[config.mk]
export PLATFORM = sky130hd
export DESIGN_NAME = spi_biss_mailbox
export DESIGN_NICKNAME = d
export VERILOG_FILES = /design/src/rtl/mbox_pkg.sv /design/src/rtl/mbox_ctrl.sv /design/src/rtl/mbox_dp.sv /design/src/rtl/spi_biss_mailbox.sv
export SDC_FILE = /design/constraint.sdc
export NUM_CORES = 1
export LEC_CHECK = 0
export BUFFER_PORTS_ARGS = -buffer_cell sky130_fd_sc_hd__buf_2
export CELL_PAD_IN_SITES_DETAIL_PLACEMENT = 1
export CELL_PAD_IN_SITES_GLOBAL_PLACEMENT = 2
export CORE_MARGIN = 5
export CORE_UTILIZATION = 38
export CTS_CLUSTER_SIZE = 12
export DETAILED_ROUTE_END_ITERATION = 16
export PLACE_DENSITY_LB_ADDON = 0.08
export SYNTH_ARGS = -nofsm -noshare
export SYNTH_HDL_FRONTEND = slang
export SYNTH_HIERARCHICAL = 1
export SYNTH_SLANG_ARGS = --single-unit
[constraint.sdc]
create_clock -name clk -period 1 [get_ports clk]
set_input_delay 0.2 -clock clk [delete_from_list [all_inputs] [get_ports clk]]
set_output_delay 0.2 -clock clk [all_outputs]
set_load 0.1 [all_outputs]
[src/rtl/mbox_pkg.sv]
package mbox_pkg;
  localparam int unsigned MBX_BYTES = 6;
  localparam int unsigned MBX_BITS  = 8 * MBX_BYTES;
  localparam int unsigned FRAME_W   = MBX_BITS + 2;
  localparam int unsigned LEN_W     = $clog2(FRAME_W + 1);
  localparam int unsigned IDX_W     = $clog2(MBX_BYTES);

  typedef enum logic [1:0] {
    WIDTH16 = 2'd0,
    WIDTH24 = 2'd1,
    WIDTH32 = 2'd2,
    WIDTH48 = 2'd3
  } widthCode_e;

  // control-to-datapath strobes
  typedef struct packed {
    logic [MBX_BYTES-1:0] byteWe;
    logic                 snap;
    logic                 errN;
    logic                 warnN;
  } dpStrobe_t;

  function automatic logic [IDX_W:0] bytesFor(input logic [1:0] code);
    case (widthCode_e'(code))
      WIDTH16: bytesFor = (IDX_W+1)'(2);
      WIDTH24: bytesFor = (IDX_W+1)'(3);
      WIDTH32: bytesFor = (IDX_W+1)'(4);
      default: bytesFor = (IDX_W+1)'(6);
    endcase
  endfunction
endpackage

[src/rtl/mbox_ctrl.sv]
module mbox_ctrl
  import mbox_pkg::*;
#(
  parameter int unsigned ADDR_W = 8,
  parameter logic [ADDR_W-1:0] BASE_ADDR = 8'h20
) (
  input  logic              clk,
  input  logic              rstN,
  input  logic              wrEn,
  input  logic [ADDR_W-1:0] wrAddr,
  input  logic [1:0]        widthSel,
  input  logic              rdReq,
  input  logic              rdDone,
  output dpStrobe_t         strb,
  output logic              validFlag
);
  logic [ADDR_W-1:0] offset;
  logic              inWindow;
  logic [IDX_W:0]    topIdx;
  logic [MBX_BYTES-1:0] byteWe;
  logic              complete;
  logic              lowWrite;
  logic              validQ, partialQ, readingQ, rearmQ;

  assign offset   = wrAddr - BASE_ADDR;
  assign inWindow = offset < ADDR_W'(MBX_BYTES);
  assign topIdx   = bytesFor(widthSel) - (IDX_W+1)'(1);

  for (genvar k = 0; k < MBX_BYTES; k++) begin : g_dec
    assign byteWe[k] = wrEn && inWindow && (offset == ADDR_W'(k));
  end

  assign complete = byteWe[topIdx];
  assign lowWrite = wrEn && inWindow && (offset < ADDR_W'(topIdx));

  always_ff @(posedge clk or negedge rstN) begin
    if (!rstN) begin
      validQ   <= 1'b0;
      partialQ <= 1'b0;
      readingQ <= 1'b0;
      rearmQ   <= 1'b0;
    end else begin
      if (complete)                              validQ <= 1'b1;
      else if (rdDone && readingQ && !rearmQ && !rdReq) validQ <= 1'b0;

      if (complete)      partialQ <= 1'b0;
      else if (lowWrite) partialQ <= 1'b1;

      if (rdReq)       readingQ <= 1'b1;
      else if (rdDone) readingQ <= 1'b0;

      if (rdReq)                     rearmQ <= complete;
      else if (rdDone)               rearmQ <= 1'b0;
      else if (complete && readingQ) rearmQ <= 1'b1;
    end
  end

  always_comb begin
    strb.byteWe = byteWe;
    strb.snap   = rdReq;
    strb.errN   = !partialQ;
    strb.warnN  = !validQ;
  end

  assign validFlag = validQ;

  // completing write raises valid
  p_set_on_complete_r4: assert property (@(posedge clk) disable iff (!rstN)
    complete |=> validQ);
  // finished read with no new data clears valid
  p_clear_on_done_r8: assert property (@(posedge clk) disable iff (!rstN)
    (rdDone && !rdReq && readingQ && !rearmQ && !complete) |=> !validQ);
  // new data during the read keeps valid
  p_keep_on_rearm_r8: assert property (@(posedge clk) disable iff (!rstN)
    (rdDone && readingQ && rearmQ) |=> validQ);
  // no read outstanding, valid holds
  p_idle_done_r10: assert property (@(posedge clk) disable iff (!rstN)
    (validQ && !readingQ) |=> validQ);
  // completing write clears the partial marker
  p_err_clear_r7: assert property (@(posedge clk) disable iff (!rstN)
    complete |=> !partialQ);
endmodule

[src/rtl/mbox_dp.sv]
module mbox_dp
  import mbox_pkg::*;
(
  input  logic               clk,
  input  logic               rstN,
  input  logic [7:0]         wrData,
  input  logic [1:0]         widthSel,
  input  dpStrobe_t          strb,
  output logic [FRAME_W-1:0] frameData,
  output logic [LEN_W-1:0]   frameLen
);
  logic [MBX_BITS-1:0] wordQ;
  logic [MBX_BITS-1:0] maskedWord;
  logic [IDX_W:0]      nBytes;
  logic [FRAME_W-1:0]  frameQ;
  logic [LEN_W-1:0]    lenQ;

  assign nBytes = bytesFor(widthSel);

  for (genvar k = 0; k < MBX_BYTES; k++) begin : g_byte
    always_ff @(posedge clk or negedge rstN) begin
      if (!rstN)               wordQ[8*k +: 8] <= 8'h00;
      else if (strb.byteWe[k]) wordQ[8*k +: 8] <= wrData;
    end
    assign maskedWord[8*k +: 8] = ((IDX_W+1)'(k) < nBytes) ? wordQ[8*k +: 8] : 8'h00;
  end

  always_ff @(posedge clk or negedge rstN) begin
    if (!rstN) begin
      frameQ <= FRAME_W'(3);
      lenQ   <= LEN_W'(18);
    end else if (strb.snap) begin
      frameQ <= {maskedWord, strb.errN, strb.warnN};
      lenQ   <= LEN_W'({nBytes, 3'b000}) + LEN_W'(2);
    end
  end

  assign frameData = frameQ;
  assign frameLen  = lenQ;

  // only the four legal lengths ever appear
  p_len_legal_r3: assert property (@(posedge clk) disable iff (!rstN)
    (lenQ == LEN_W'(18)) || (lenQ == LEN_W'(26)) ||
    (lenQ == LEN_W'(34)) || (lenQ == LEN_W'(50)));
endmodule

[src/rtl/spi_biss_mailbox.sv]
module spi_biss_mailbox
  import mbox_pkg::*;
(
  input  logic               clk,
  input  logic               rstN,
  input  logic               wrEn,
  input  logic [7:0]         wrAddr,
  input  logic [7:0]         wrData,
  input  logic [1:0]         widthSel,
  input  logic               rdReq,
  input  logic               rdDone,
  output logic [FRAME_W-1:0] frameData,
  output logic [LEN_W-1:0]   frameLen,
  output logic               validFlag
);
  dpStrobe_t strb;

  mbox_ctrl #(.ADDR_W(8), .BASE_ADDR(8'h20)) ctrl_i (
    .clk(clk), .rstN(rstN), .wrEn(wrEn), .wrAddr(wrAddr),
    .widthSel(widthSel), .rdReq(rdReq), .rdDone(rdDone),
    .strb(strb), .validFlag(validFlag)
  );

  mbox_dp dp_i (
    .clk(clk), .rstN(rstN), .wrData(wrData), .widthSel(widthSel),
    .strb(strb), .frameData(frameData), .frameLen(frameLen)
  );

  // warning bit mirrors valid before the snapshot
  p_warn_tracks_r6: assert property (@(posedge clk) disable iff (!rstN)
    rdReq |=> (frameData[0] == !$past(validFlag)));
  // frame holds between snapshots
  p_frame_hold_r9: assert property (@(posedge clk) disable iff (!rstN)
    !rdReq |=> ($stable(frameData) && $stable(frameLen)));
endmodule

==> qor.yml <==
status: "finished, violations left"
violations: "setup timing"
initial_core_util_pct: 38.62
port_buffers: 76
dp_slack_ps: -1186
powerDensity_nw_per_um2: 1436
core_um2: 11960
clock_skew_ps: 5.980
hold_class: "in2reg"
overflow: 0
synth_area_um2: 4619
critPathLaunchType: "primary input"
setup_violations: 105
die_w_um: 120.3
synth_edf_count: 0
final_antenna_net_count: 0
num-fill-cells: 1130
required_ps: 1230
drt_iter0_drc: 167
synth_top_area_share_pct: 55.25
fin_util_pct: 59.93
yosysTopAreaCell: "dfrtp_1"
wire_per_inst_um: 18.85
clockRootBuffer: "clkbuf_16"
fp-row-count: 40
htree_num_levels: 3
drv_cap: 0
seq_area_frac_synth_pct: 56.96
die_area_um2: 14460
rsz0062_at_grt: "true"
clockBufferDepth: 2
ys_ff_latch: 105
hold_viol_final: 0
postSynthAreaPerCell_um2: 13.27
wl_mm: 11.52
synth.most_common_cell: "dfrtp_1"
die_h_um: 120.3
drcViolationCount: 0
worstSkewPairLatency_ps: 350
cts.sinks: 105
ios: 80
worst_slack_ps: -664.8
synth_cell_types: 37
ys_top_cells_by_count: "dfrtp_1, mux2_2, inv_1, nand2_1, mux2_4"
num_antenna_cells: 0
max_freq_mhz: 600.7
critical_path_arrival_ps: 1890
ys.flop_type: "dfrtp_1"
synth_cells: 348
fin_nets: 491
period_share_pct: 166.5
critPathKind: "in2reg"
post-route-min-period_ps: 1665
vdd_drop_max_mv: 0.8844
yosys_warnings: 6
place_congestion: 0.7464
area_delta_synth_final_pct: 55.17
grt_max_degree: 31
cts_tree: "built"
cts_inserted_buffers: 9
dpl.hpwl_mm: 8.147
cp_max_fo: 8
grt_pass1_vias: 3379
slew_viol_final: 0
antenna_found_initial: 0
cp-end-kind: "flip-flop"
async_flop_share_pct: 100.0
drive_gt1_share_pct: 64.66
grt_usage_pct: 16.68
routed_via_density: 4.979
synth.area.top_cells: "dfrtp_1, mux2_2, mux2_4"
drtPass1Iterations: 4
vias: 3042
grt_pass1_wl_mm: 18.72
p_leak_uw: 0.003121
seq_area_um2: 2751
multi_input_area_um2: 1987
clk_pin_slew_worst_paths_ps: 70
==> final cells by class <==
class	instances	share of cell area, %
Tap cell	147	2.566
Clock inverter	6	0.9251
Timing Repair Buffer	121	24.54
Inverter	43	2.531
Multi-Input combinational cell	179	27.72
Clock buffer	10	3.334
Sequential cell	105	38.38
==> power by group <==
part           internal, uW  switching (uW)
registers              4480             170
clock network          2020            1590
logic                   832            1200
==> cell usage in the layout (no fill, tap or decap), types with 4 or more instances in the layout <==
cell and instances:
buf_2 16, mux2_4 67, buf_4 28, buf_6 6, inv_1 39, nand3_1 8, o22ai_1 8, dfrtp_4 18
ha_4 4, dfrtp_2 33, o21ai_0 5, buf_12 68, dfrtp_1 51, nand2_1 24, o21ai_1 5, ha_1 4
o22ai_2 17, clkbuf_16 9
==> repair_timing <==
| item | CTS | global route |
|---|---|---|
| cloned | 0 | 0 |
| setup endpoints to repair | 105 | 106 |
| setup buffers | 4 | 2 |
| hold buffers | 1 | 0 |
| pin swaps | 10 | 6 |
| endpoints found under the hold margin | 71 | 0 |
| gates resized for setup | 45 | 7 |
==> kinds of logic after synthesis <==
family | count (synthesis) | share of synthesized area [%]
compound gates | 44 | 8.748
xor+xnor | 3 | 0.5689
fa+ha+maj | 9 | 2.438
buf+inv | 65 | 7.097
flops | 105 | 56.96
mux | 67 | 17.88
other cells | 2 | 0.1626
simple gates | 53 | 6.148
==> registers in the layout (all words and copies together) (netlist names) <==
register	flops
ctrl_i/partialQ	1
ctrl_i/readingQ	1
ctrl_i/rearmQ	1
ctrl_i/validFlag	1
dp_i/frameData	50
dp_i/frameLen	3
dp_i/wordQ	48
==> per-layer routing <==
metal,vias up,track usage [%],share of wire (%)
li1,1390,-,-
met3,11,3.601,3.6
met1,1579,22.78,46
met4,0,4.178,1.2
met5,-,0,0
met2,62,27.22,49
==> critical path: stages <==
cell,delay [ps]
buf_6,70
inv_4,30
ha_4,260
nand2_4,50
a2111oi_4,320
buf_4,200
nor4b_4,240
buf_6,210
mux2_4,320
==> per-stage QoR <==
| stage | hold slack, ps | std cells | power [uW] | area [um2] | TNS, ps |
|---|---|---|---|---|---|
| 2_1_floorplan | -95.59 | 349 | 5830 | 4961 | -42880 |
| 3_3_place_gp | 84.89 | 588 | 6648 | 6590 | -53950 |
| 3_5_place_dp | 86.30 | 588 | 6684 | 6590 | -56120 |
| 4_1_cts | 48.27 | 609 | 10410 | 7124 | -40580 |
| 5_1_grt | 63.03 | 611 | 10730 | 7168 | -45030 |
| 6_report | 75.80 | 611 | 10290 | 7168 | -40100 |
==> worst paths after layout <==
kind | from | end | slack (ps) | cells after the start
worst min register to register | ctrl_i/partialQ | ctrl_i/partialQ | 510 | 1
worst min-delay path | rdDone | ctrl_i/rearmQ | 80 | 2
worst max-delay path | wrAddr[6] | dp_i/wordQ[1] | -660 | 9
max in group asynchronous | rstN | dp_i/frameLen[4] | 200 | 3
min in group asynchronous | rstN | dp_i/wordQ[24] | 280 | 2
worst max register to register | dp_i/frameData[8] | dp_i/frameData[8] | 10 | 2
(Power assumes the default switching activity.)
